**src/rtl/gain_port_pkg.sv**
```systemverilog
package gain_port_pkg;

   typedef enum logic [1:0] {
      PWR_SLEEP  = 2'd0,
      PWR_TX_OFF = 2'd1,
      PWR_TX_ON  = 2'd2
   } pwr_state_e;

   localparam int unsigned DEF_WORD_W = 8;
   localparam int unsigned DEF_CODE_W = 6;
   localparam int unsigned DEF_CODE_MIN = 1;
   localparam int unsigned DEF_CODE_MAX = 60;

endpackage

```
**src/rtl/gsp_sync_bank.sv**
```systemverilog
module gsp_sync_bank #(
   parameter int unsigned WIDTH  = 5,
   parameter int unsigned STAGES = 2,
   parameter logic [WIDTH-1:0] RST_VAL = '0
) (
   input  logic             clk,
   input  logic             rst_n,
   input  logic [WIDTH-1:0] async_in,
   output logic [WIDTH-1:0] sync_out
);

   if (STAGES < 2) begin : g_bad_stages
      $error("gsp_sync_bank: STAGES must be at least 2");
   end

   logic [WIDTH-1:0] chain [STAGES];

   for (genvar s = 0; s < STAGES; s++) begin : g_stage
      if (s == 0) begin : g_first
         always_ff @(posedge clk or negedge rst_n) begin
            if (!rst_n) chain[0] <= RST_VAL;
            else        chain[0] <= async_in;
         end
      end else begin : g_next
         always_ff @(posedge clk or negedge rst_n) begin
            if (!rst_n) chain[s] <= RST_VAL;
            else        chain[s] <= chain[s-1];
         end
      end
   end

   assign sync_out = chain[STAGES-1];

endmodule

```
**src/rtl/gsp_shift_commit.sv**
```systemverilog
module gsp_shift_commit #(
   parameter int unsigned WORD_W   = 8,
   parameter int unsigned CODE_W   = 6,
   parameter int unsigned CODE_MIN = 1,
   parameter int unsigned CODE_MAX = 60
) (
   input  logic              clk,
   input  logic              rst_n,
   input  logic              sclk_s,
   input  logic              sdat_s,
   input  logic              load_n_s,
   output logic [CODE_W-1:0] gain_code,
   output logic              gain_update
);

   localparam logic [CODE_W-1:0] MIN_C = CODE_W'(CODE_MIN);
   localparam logic [CODE_W-1:0] MAX_C = CODE_W'(CODE_MAX);

   if (CODE_W > WORD_W) begin : g_bad_width
      $error("gsp_shift_commit: CODE_W exceeds WORD_W");
   end
   if (CODE_MAX >= (1 << CODE_W) || CODE_MIN > CODE_MAX || CODE_MIN == 0) begin : g_bad_range
      $error("gsp_shift_commit: code range does not fit");
   end

   logic              sclk_d, load_d;
   logic [WORD_W-1:0] shreg;
   logic [CODE_W-1:0] gain_q;
   logic              upd_q;
   logic              sclk_rise, load_rise;
   logic [CODE_W-1:0] raw_code, clamped;

   assign sclk_rise = sclk_s & ~sclk_d;
   assign load_rise = load_n_s & ~load_d;
   assign raw_code  = shreg[CODE_W-1:0];

   always_comb begin
      if (raw_code > MAX_C)      clamped = MAX_C;
      else if (raw_code < MIN_C) clamped = MIN_C;
      else                       clamped = raw_code;
   end

   always_ff @(posedge clk or negedge rst_n) begin
      if (!rst_n) begin
         sclk_d <= 1'b0;
         load_d <= 1'b1;
      end else begin
         sclk_d <= sclk_s;
         load_d <= load_n_s;
      end
   end

   always_ff @(posedge clk or negedge rst_n) begin
      if (!rst_n)                     shreg <= '0;
      else if (sclk_rise && !load_n_s) shreg <= {shreg[WORD_W-2:0], sdat_s};
   end

   always_ff @(posedge clk or negedge rst_n) begin
      if (!rst_n) begin
         gain_q <= MIN_C;
         upd_q  <= 1'b0;
      end else begin
         upd_q <= load_rise;
         if (load_rise) gain_q <= clamped;
      end
   end

   assign gain_code   = gain_q;
   assign gain_update = upd_q;


   code_range_chk: assert property (@(posedge clk) disable iff (!rst_n)
      (gain_q >= MIN_C) && (gain_q <= MAX_C));


   update_pulse_chk: assert property (@(posedge clk) disable iff (!rst_n)
      upd_q |=> !upd_q);


   code_moves_with_update_chk: assert property (@(posedge clk) disable iff (!rst_n)
      (gain_q != $past(gain_q)) |-> upd_q);


   hold_when_loaded_chk: assert property (@(posedge clk) disable iff (!rst_n)
      load_n_s |=> $stable(shreg));

endmodule

```
**src/rtl/gsp_power_decode.sv**
```systemverilog
module gsp_power_decode
   import gain_port_pkg::*;
(
   input  logic       tx_en_s,
   input  logic       sleep_n_s,
   output pwr_state_e state
);

   always_comb begin
      if (!sleep_n_s)    state = PWR_SLEEP;
      else if (!tx_en_s) state = PWR_TX_OFF;
      else               state = PWR_TX_ON;
   end

endmodule

```
**src/rtl/gain_serial_port.sv**
```systemverilog
module gain_serial_port
   import gain_port_pkg::*;
#(
   parameter int unsigned WORD_W      = DEF_WORD_W,
   parameter int unsigned CODE_W      = DEF_CODE_W,
   parameter int unsigned CODE_MIN    = DEF_CODE_MIN,
   parameter int unsigned CODE_MAX    = DEF_CODE_MAX,
   parameter int unsigned SYNC_STAGES = 2
) (
   input  logic              clk,
   input  logic              rst_n,
   input  logic              ser_clk,
   input  logic              ser_data,
   input  logic              load_n,
   input  logic              tx_en,
   input  logic              sleep_n,
   output logic [CODE_W-1:0] gain_code,
   output logic              gain_update,
   output logic [1:0]        power_state
);

   localparam int unsigned N_SYNC = 5;
   // bit order: sleep_n, tx_en, load_n, ser_data, ser_clk
   localparam logic [N_SYNC-1:0] SYNC_RST = 5'b00100;

   logic [N_SYNC-1:0] raw_in, synced;
   pwr_state_e        pstate;

   assign raw_in = {sleep_n, tx_en, load_n, ser_data, ser_clk};

   gsp_sync_bank #(
      .WIDTH  (N_SYNC),
      .STAGES (SYNC_STAGES),
      .RST_VAL(SYNC_RST)
   ) u_sync (
      .clk     (clk),
      .rst_n   (rst_n),
      .async_in(raw_in),
      .sync_out(synced)
   );

   gsp_shift_commit #(
      .WORD_W  (WORD_W),
      .CODE_W  (CODE_W),
      .CODE_MIN(CODE_MIN),
      .CODE_MAX(CODE_MAX)
   ) u_shift (
      .clk        (clk),
      .rst_n      (rst_n),
      .sclk_s     (synced[0]),
      .sdat_s     (synced[1]),
      .load_n_s   (synced[2]),
      .gain_code  (gain_code),
      .gain_update(gain_update)
   );

   gsp_power_decode u_pwr (
      .tx_en_s  (synced[3]),
      .sleep_n_s(synced[4]),
      .state    (pstate)
   );

   assign power_state = pstate;


   sleep_wins_chk: assert property (@(posedge clk) disable iff (!rst_n)
      !synced[4] |-> (power_state == 2'd0));


   no_bad_state_chk: assert property (@(posedge clk) disable iff (!rst_n)
      power_state != 2'd3);


   fall_no_update_chk: assert property (@(posedge clk) disable iff (!rst_n)
      $fell(synced[2]) |=> !gain_update);

endmodule

```
**config.mk**
```make
export PLATFORM = sky130hd
export DESIGN_NAME = gain_serial_port
export DESIGN_NICKNAME = d
export VERILOG_FILES = /design/src/rtl/gain_port_pkg.sv /design/src/rtl/gsp_sync_bank.sv /design/src/rtl/gsp_shift_commit.sv /design/src/rtl/gsp_power_decode.sv /design/src/rtl/gain_serial_port.sv
export SDC_FILE = /design/constraint.sdc
export NUM_CORES = 1
export LEC_CHECK = 0
export ABC_AREA = 1
export BUFFER_PORTS_ARGS = -buffer_cell sky130_fd_sc_hd__buf_4
export CAP_MARGIN = 10
export CELL_PAD_IN_SITES_DETAIL_PLACEMENT = 1
export CELL_PAD_IN_SITES_GLOBAL_PLACEMENT = 2
export CORE_ASPECT_RATIO = 0.8
export CORE_UTILIZATION = 37
export CTS_CLUSTER_DIAMETER = 40
export DETAILED_ROUTE_END_ITERATION = 8
export HOLD_SLACK_MARGIN = 0.06
export PLACE_DENSITY = 0.84
export SYNTH_ARGS = -nofsm -noshare
export SYNTH_HDL_FRONTEND = slang
export SYNTH_SLANG_ARGS = --single-unit
```
**constraint.sdc**
```tcl
create_clock -name clk -period 1.8 [get_ports clk]
set_clock_uncertainty 0.2 [all_clocks]
set_input_delay 0 -clock clk [delete_from_list [all_inputs] [get_ports clk]]
set_output_delay 0 -clock clk [all_outputs]
set_load 0.02 [all_outputs]
```
==> results of run 1 <==
## final timing paths
| path | start | endpoint | slack (ns) |
|---|---|---|---|
| max | u_sync.sync_out[2] | u_shift.gain_code[1] | 0.52 |
| min | ser_clk | u_sync.chain[5] | 0.13 |
| max reg2reg | u_sync.sync_out[2] | u_shift.gain_code[1] | 0.52 |
| min reg2reg | u_sync.chain[8] | u_sync.sync_out[3] | 0.16 |
| max in group asynchronous | rst_n | u_sync.chain[7] | 0.65 |
| min in group asynchronous | rst_n | u_shift.gain_code[5] | 0.45 |
## flip-flops by register name, indices dropped and copies added (netlist names)
register             count
u_shift.gain_code        6
u_shift.gain_update      1
u_sync.chain             5
u_sync.sync_out          5
u_shift.load_d           1
u_shift.shreg            6
u_shift.sclk_d           1
## cell families after synthesis
group | synth area share
AOI/OAI and AO/OA | 0.0770
DFF | 0.706
buffers and inverters | 0.0532
and+or+nand+nor | 0.164
## synthesized netlist by cell type, drive strengths merged
cell / instances
a21oi: 2
buf: 1
dfrtp: 21
dfstp: 4
inv: 9
nand2: 22
nand3: 1
nand3b: 1
nor2: 6
o21ai: 8
## report_power, final
part | switching (W) | internal, W
Sequential | 0.0000554 | 0.000644
Clock | 0.000153 | 0.0000865
Combinational | 0.000148 | 0.000111
## stage by stage
stage / std cells / utilization / hold slack (ns) / power, W
after floorplan: 75 / - / -0.496 / 0.000851
after global placement: 114 / 0.463 / -0.285 / 0.000951
after detailed placement: 114 / 0.463 / -0.281 / 0.000964
after CTS: 125 / 0.507 / 0.117 / 0.00122
after global routing: 125 / 0.507 / 0.109 / 0.00127
final: 125 / 0.507 / 0.134 / 0.00120
## layer usage
metal	up-vias	wire [um]	global-route usage
met1	291	707	0.171
met5	-	0	0
met4	0	14	0.0439
met2	11	732	0.233
met3	2	68	0.0597
li1	281	-	-
## layout make-up
cell class | count | area [um^2] | area share
clock buffers | 4 | 26.3 | 0.0234
inverters | 9 | 36.3 | 0.0323
multi-input cells | 40 | 215 | 0.192
flip-flops and latches | 25 | 631 | 0.562
well taps | 25 | 31.3 | 0.0279
repair buffers | 22 | 183 | 0.163
## worst reg2reg max path, stage by stage (launching register included)
cell,delay (ns)
dfstp_2,0.56
inv_2,0.07
nor2_8,0.10
inv_4,0.07
a21oi_2,0.13
nand2_1,0.07
nand2_1,0.05
## timing repair
item / CTS / global route
hold endpoints to repair: 30 / 0
hold buffers: 7 / 0
endpoints found under the setup margin: 0 / 0
==> reports/qor.yml, run 1 <==
slew_headroom: 0.793
synth.area.top_cells: "dfrtp_1, dfstp_2, nand2_1, o21ai_2, o21ai_1"
mostFrequentLayoutCell: "nand2_1"
syn_avg_cell_area_um2: 11.9
clock_latency_ns: 0.31
postRouteAntennaNets: 0
hold_path.class: "input port to flip-flop"
via_per_inst: 4.68
design_area_um2: 1120
vias: 585
place_congestion: 0.686
io_buffers: 15
cts-buffers-inserted: 3
diodes: 0
cpMostUsedCell: "nand2_1"
holdPathStages: 2
fin_ws_ns: 0.515
area_growth_pct: 25.6
grt_max_degree: 26
yosysSeqAreaShare: 0.706
synth.top_cell.area_share: 0.588
period_share: 0.714
drtIter0Drc: 7
die_x_um: 56.9
critPathMaxStageDelay_ns: 0.56
die_h_um: 46.0
final_nets: 108
cts_tree: "done"
ys_types: 14
outcome: "complete, no violations"
finalSetupViolations: 0
hpwl_um: 1130
cts.repair.resized: 0
synth_cells: 75
drive_gt1_frac: 0.320
first_global_vias: 606
crit_slowest_cell: "dfstp_2"
fillCellCount: 244
critPathKind: "flip-flop to flip-flop"
cts_root_buffer: "clkbuf_4"
cts_num_sinks: 25
fmax_mhz: 778
worstPathArrival_ns: 1.35
synth_nets: 82
globalRouteTotalUtil: 0.141
num_rows: 15
place_area_um2: 1030
clk_pin_slew_ns: 0.13
cts_setup_buffers: 0
startpoint_type: "flip-flop"
tns_ns: 0
cp_max_fo: 10
drv_slew: 0
fin_crit_ns: 1.28
cp.depth: 6
leakage_nw: 0.561
io-pin-count: 16
cts_buffer_depth: 2
cp.required_ns: 1.86
netlist_area_um2: 893
rsz0062_at_grt: "false"
end_kind: "flip-flop"
ir_worst_vdd_uv: 558
h-tree-depth: 1
first_pass_iters: 4
antenna_found_initial: 0
grt_pass1_wl_um: 2620
tightest_slew_ns: 0.311
path_cells: "inv_2 > nor2_8 > inv_4 > a21oi_2 > nand2_1 > nand2_1"
drt-wirelength-per-cell_um: 12.2
path_buf_inv: 2
yosysWarnings: 0
initial_core_util: 0.403
core_um2: 2210
yosysTopAreaCell: "dfrtp_1"
ff2ff_path_depth: 6
ys_ff_latch: 25
drc: 0
power.density_nw_per_um2: 1070
crit_family: "flip-flops"
hold_viol: 0
dpl_worst_slack_ns: 0.514
most-common-layout-cells: "nand2_1, dfrtp_1, buf_4"
wl_um: 1520
cap_violations: 0
grt_overflow_total: 0
die_area_um2: 2620
Power figures use the tool's default switching activity.
==> inputs of run 2 (changes only) <==
--- a/config.mk
+++ b/config.mk
@@ -11,11 +11,11 @@
 export CELL_PAD_IN_SITES_DETAIL_PLACEMENT = 1
 export CELL_PAD_IN_SITES_GLOBAL_PLACEMENT = 2
 export CORE_ASPECT_RATIO = 0.8
-export CORE_UTILIZATION = 37
+export CORE_UTILIZATION = 31
 export CTS_CLUSTER_DIAMETER = 40
 export DETAILED_ROUTE_END_ITERATION = 8
 export HOLD_SLACK_MARGIN = 0.06
-export PLACE_DENSITY = 0.84
+export PLACE_DENSITY = 0.75
 export SYNTH_ARGS = -nofsm -noshare
 export SYNTH_HDL_FRONTEND = slang
 export SYNTH_SLANG_ARGS = --single-unit
==> constraint.sdc (replaced) <==
create_clock -name clk -period 1.1 [get_ports clk]
set_clock_uncertainty 0.2 [all_clocks]
set_input_delay 0 -clock clk [delete_from_list [all_inputs] [get_ports clk]]
set_output_delay 0 -clock clk [all_outputs]
set_load 0.02 [all_outputs]
==> reports/qor.yml, run 2 (synthesis results as in run 1) <==
outcome: "complete, but fails checks"
violations: "hold timing, setup timing"
crit_slowest_cell: "dfstp_2"
grt_max_degree: 26  # unchanged
die_x_um: 62.0  # +8.9%
cap_violations: 0  # unchanged
dpl_worst_slack_ns: -0.188  # -0.702 ns
cts-buffers-inserted: 3  # unchanged
fmax_mhz: 764  # -1.8%
die_area_um2: 3100  # +19%
clock_latency_ns: 0.31  # about the same
final_nets: 118  # +9.3%
via_per_inst: 4.18  # -11%
hold_viol: 21  # +21
grt_pass1_wl_um: 2920  # +12%
ctsHoldBuffers: 6  # -1
slew_headroom: 0.790  # -0.00289
drt-wirelength-per-cell_um: 11.2  # -8.1%
initial_core_util: 0.326  # -0.0778
drtIter0Drc: 12  # +5
grt_overflow_total: 0  # unchanged
power.density_nw_per_um2: 1670  # +57%
postRouteAntennaNets: 0  # unchanged
leakage_nw: 0.622  # +11%
hold_path.class: "input port to async pin"
cts_root_buffer: "clkbuf_4"
critPathKind: "flip-flop to flip-flop"
drc: 0  # unchanged
io-pin-count: 16  # unchanged
diodes: 0  # unchanged
area_growth_pct: 42.4
critPathMaxStageDelay_ns: 0.58  # +0.02 ns
antenna_found_initial: 0  # unchanged
most-common-layout-cells: "dfrtp_1, nand2_1, buf_4"
place_congestion: 0.675  # -1.6%
h-tree-depth: 1  # unchanged
r2r_setup_slack_ns: -0.21  # -0.72 ns
cp.required_ns: 1.12  # -0.74 ns
num_rows: 17  # +2
finalSetupViolations: 16  # +16
cts_num_sinks: 25  # unchanged
drive_gt1_frac: 0.455  # +0.135
path_cells: "inv_4 > nor2_8 > buf_4 > inv_4 > nand2_1 > nand2_1"
hpwl_um: 1070  # -4.7%
cts_tree: "done"
end_kind: "flip-flop"
startpoint_type: "flip-flop"
vias: 619  # +5.8%
wl_um: 1660  # +8.9%
worstPathArrival_ns: 1.33  # -0.02 ns
ir_worst_vdd_uv: 942  # +69%
power_w: 0.00213  # +78%
die_h_um: 50.0  # +8.8%
cp_max_fo: 5  # -5
first_pass_iters: 3  # -1
period_share: 1.19  # +0.475
rsz0062_at_grt: "true"
io_buffers: 15  # unchanged
worst_hold_slack_ns: -0.0980  # -0.232 ns
clk_pin_slew_ns: 0.12  # about the same
globalRouteTotalUtil: 0.137  # -0.00403
utilization: 0.464  # -0.0430
drv_slew: 0  # unchanged
fin_crit_ns: 1.31  # +0.0234 ns
fin_ws_ns: -0.208  # -0.723 ns
tightest_slew_ns: 0.315  # +0.00433 ns
fillCellCount: 289  # +18%
core_um2: 2740  # +24%
mostFrequentLayoutCell: "dfrtp_1"
first_global_vias: 636  # +5.0%
cts_buffer_depth: 2  # unchanged
[run 2: area by class of cell]
type	count	area, um^2	share of cell area
Tap cell	38	47.5	0.0374
Multi-Input combinational cell	40	239	0.188
Sequential cell	25	631	0.496
Timing Repair Buffer	31	282	0.221
Timing Repair inverter	1	6.26	0.00492
Inverter	9	41.3	0.0324
Clock buffer	4	26.3	0.0206
[run 2: power breakdown]
group,internal (W),switching [W]
clock network,0.000142,0.000251
registers,0.00105,0.0000986
logic,0.000307,0.000277
[run 2: repair_timing]
| action | CTS | global route |
|---|---|---|
| gates cloned | 1 | 0 |
| pin swaps | 3 | 3 |
| hold endpoints to repair | 30 | 21 |
| endpoints found under the setup margin | 16 | 22 |
| resized for setup | 4 | 13 |
| buffers inserted | 2 | 4 |
[run 2: critical path: cells and delay by family (launching register included)]
kind          cells  cell delay [ns]
buf+inv           3             0.24
flops             1             0.58
simple gates      3             0.20
[run 2: path summary, 6_finish.rpt]
path	startpoint	endpoint	cells after the start
setup reg to reg	u_sync.sync_out[2]	u_shift.gain_code[5]	6
hold / removal	rst_n	u_shift.gain_code[3]	2
max in group asynchronous	rst_n	u_sync.sync_out[2]	2
min in group clk	ser_data	u_sync.chain[6]	2
setup / recovery	u_sync.sync_out[2]	u_shift.gain_code[5]	6
hold reg to reg	u_sync.chain[9]	u_sync.sync_out[4]	0
[run 2: routing by layer]
layer  routed length, um  track usage  share of wire  vias to the layer above
met2                 811        0.207           0.49                       10
met4                  27       0.0667          0.016                        0
li1                    -            -              -                      300
met5                   0            0              0                        -
met3                  49       0.0472          0.030                        4
met1                 770        0.171           0.46                      305
[run 2: through the flow]
step | setup TNS (ns) | instances | instance area (um^2)
floorplan | -0.800 | 75 | 901
global placement | -0.989 | 131 | 1080
detailed placement | -1.36 | 131 | 1080
CTS | -1.92 | 144 | 1200
global route | -3.05 | 148 | 1270
finish | -2.02 | 148 | 1270
==> inputs of run 3 (changes only) <==
--- a/config.mk
+++ b/config.mk
@@ -16,6 +16,7 @@
 export DETAILED_ROUTE_END_ITERATION = 8
 export HOLD_SLACK_MARGIN = 0.06
 export PLACE_DENSITY = 0.75
+export REMOVE_ABC_BUFFERS = 1
 export SYNTH_ARGS = -nofsm -noshare
 export SYNTH_HDL_FRONTEND = slang
 export SYNTH_SLANG_ARGS = --single-unit
==> reports/qor.yml, run 3 (synthesis results as in run 1) <==
drive_gt1_frac: 0.402  # -0.0527
grt_pass1_wl_um: 2660  # -9.0%
cts-buffers-inserted: 3  # unchanged
die_h_um: 50.0  # unchanged
regToRegStartpoint: "u_sync.sync_out[2]"
leakage_nw: 0.607  # -2.4%
diodes: 0  # unchanged
cts_tree: "done"
utilization: 0.449  # -0.0150
cp_max_fo: 10  # +5
drtIter0Drc: 11  # -1
grt_overflow_total: 0  # unchanged
mostFrequentLayoutCell: "nand2_1"
initial_core_util: 0.326  # unchanged
io-pin-count: 16  # unchanged
globalRouteTotalUtil: 0.123  # -0.0145
worstPathArrival_ns: 1.34  # about the same
startpoint_type: "flip-flop"
drc: 0  # unchanged
cts_buffer_depth: 2  # unchanged
io_buffers: 15  # unchanged
num_rows: 17  # unchanged
design_area_um2: 1230  # -3.2%
gr-usage-met1: 0.157  # -0.0134
crit_start: "u_sync.sync_out[2]"
via_per_inst: 4.13  # -1.2%
clock_latency_ns: 0.31  # about the same
cts_root_buffer: "clkbuf_4"
power.density_nw_per_um2: 1700  # +1.5%
most-common-layout-cells: "nand2_1, dfrtp_1, buf_4"
power_w: 0.00209  # -1.8%
worst_hold_slack_ns: -0.0928  # +0.00520 ns
cts_num_sinks: 25  # unchanged
top_usage_layer: "met2"
violations: "hold timing, setup timing"
antenna_found_initial: 0  # unchanged
die_area_um2: 3100  # unchanged
wl_um: 1560  # -6.1%
r2r_setup_slack_ns: -0.17  # +0.04 ns
vias: 599  # -3.2%
hold_viol: 21  # unchanged
area_growth_pct: 37.8
hold_path.class: "input port to async pin"
die_x_um: 62.0  # unchanged
rsz0062_at_grt: "true"
ir_worst_vdd_uv: 815  # -13%
fmax_mhz: 788  # +3.1%
cp.required_ns: 1.17  # +0.05 ns
grt_max_degree: 26  # unchanged
place_area_um2: 1060  # -1.4%
end_kind: "flip-flop"
cap_violations: 0  # unchanged
finalSetupViolations: 15  # -1
first_global_vias: 606  # -4.7%
drv_slew: 0  # unchanged
hpwl_um: 1100  # +2.2%
period_share: 1.15  # -0.0352
ctsHoldBuffers: 6  # unchanged
outcome: "complete, but fails checks"
critPathKind: "flip-flop to flip-flop"
slew_headroom: 0.791  # +0.00139
final_nets: 115  # -2.5%
tns_ns: -1.49  # +0.532 ns
drt-wirelength-per-cell_um: 10.7  # -4.1%
fin_ws_ns: -0.169  # +0.0388 ns
place_congestion: 0.704  # +4.2%
ff2ff_path_depth: 6  # unchanged
first_pass_iters: 2  # -1
core_um2: 2740  # unchanged
tightest_slew_ns: 0.313  # -0.00209 ns
h-tree-depth: 1  # unchanged
reg2reg_to: "u_shift.gain_code[0]"
grt_util_met3: 0.0551  # +0.00787
grtUsageMet2: 0.184  # -0.0230
fin_crit_ns: 1.27  # -0.0388 ns
clk_pin_slew_ns: 0.13  # about the same
postRouteAntennaNets: 0  # unchanged
==> run 3: worst max path at each step <==
stage | to | slack, ns | depth (start not counted)
6_report | u_shift.gain_code[0] | -0.17 | 6
5_1_grt | u_shift.gain_code[0] | -0.24 | 6
4_1_cts | u_shift.gain_code[0] | -0.18 | 6
3_5_place_dp | u_shift.gain_code[0] | -0.17 | 6
3_3_place_gp | u_shift.gain_code[1] | -0.12 | 6
2_1_floorplan | u_shift.gain_code[1] | -0.10 | 6
==> run 3: area by class of cell <==
type,instances,area (um^2)
clock inverter,1,5.00
clock buffer,3,22.5
inverter,9,41.3
fill,299,1510
timing repair buffer,29,259
multi-input combinational,40,225
sequential,25,631
tap,38,47.5
==> run 3: critical path: stages, from the launching register on <==
cell	delay, ns
dfstp_2	0.57
inv_4	0.06
nor2_8	0.10
inv_6	0.06
a21oi_4	0.11
nand2_1	0.07
nand2_1	0.06
==> run 3: power breakdown <==
group / switching [W] / internal [W]
Clock: 0.000254 / 0.000136
Combinational: 0.000270 / 0.000282
Sequential: 0.0000956 / 0.00105
==> run 3: repair_timing <==
| action | 4_1_cts | 5_1_grt |
|---|---|---|
| setup endpoints to repair | 17 | 21 |
| pin swaps | 3 | 2 |
| hold endpoints to repair | 30 | 21 |
| gates resized for setup | 6 | 6 |
| setup buffers | 1 | 4 |
==> run 3: per-layer routing <==
metal	up-vias	part of all wire	wire, um
met3	2	0.039	60
met1	294	0.48	747
met5	-	0	0
li1	293	-	-
met2	10	0.47	735
met4	0	0.0090	14
==> run 3: metrics by stage <==
stage / cells / worst slack [ns]
detailed placement: 130 / -0.173
floorplan: 74 / -0.102
global placement: 130 / -0.123
CTS: 141 / -0.182
finish: 145 / -0.169
global route: 145 / -0.240
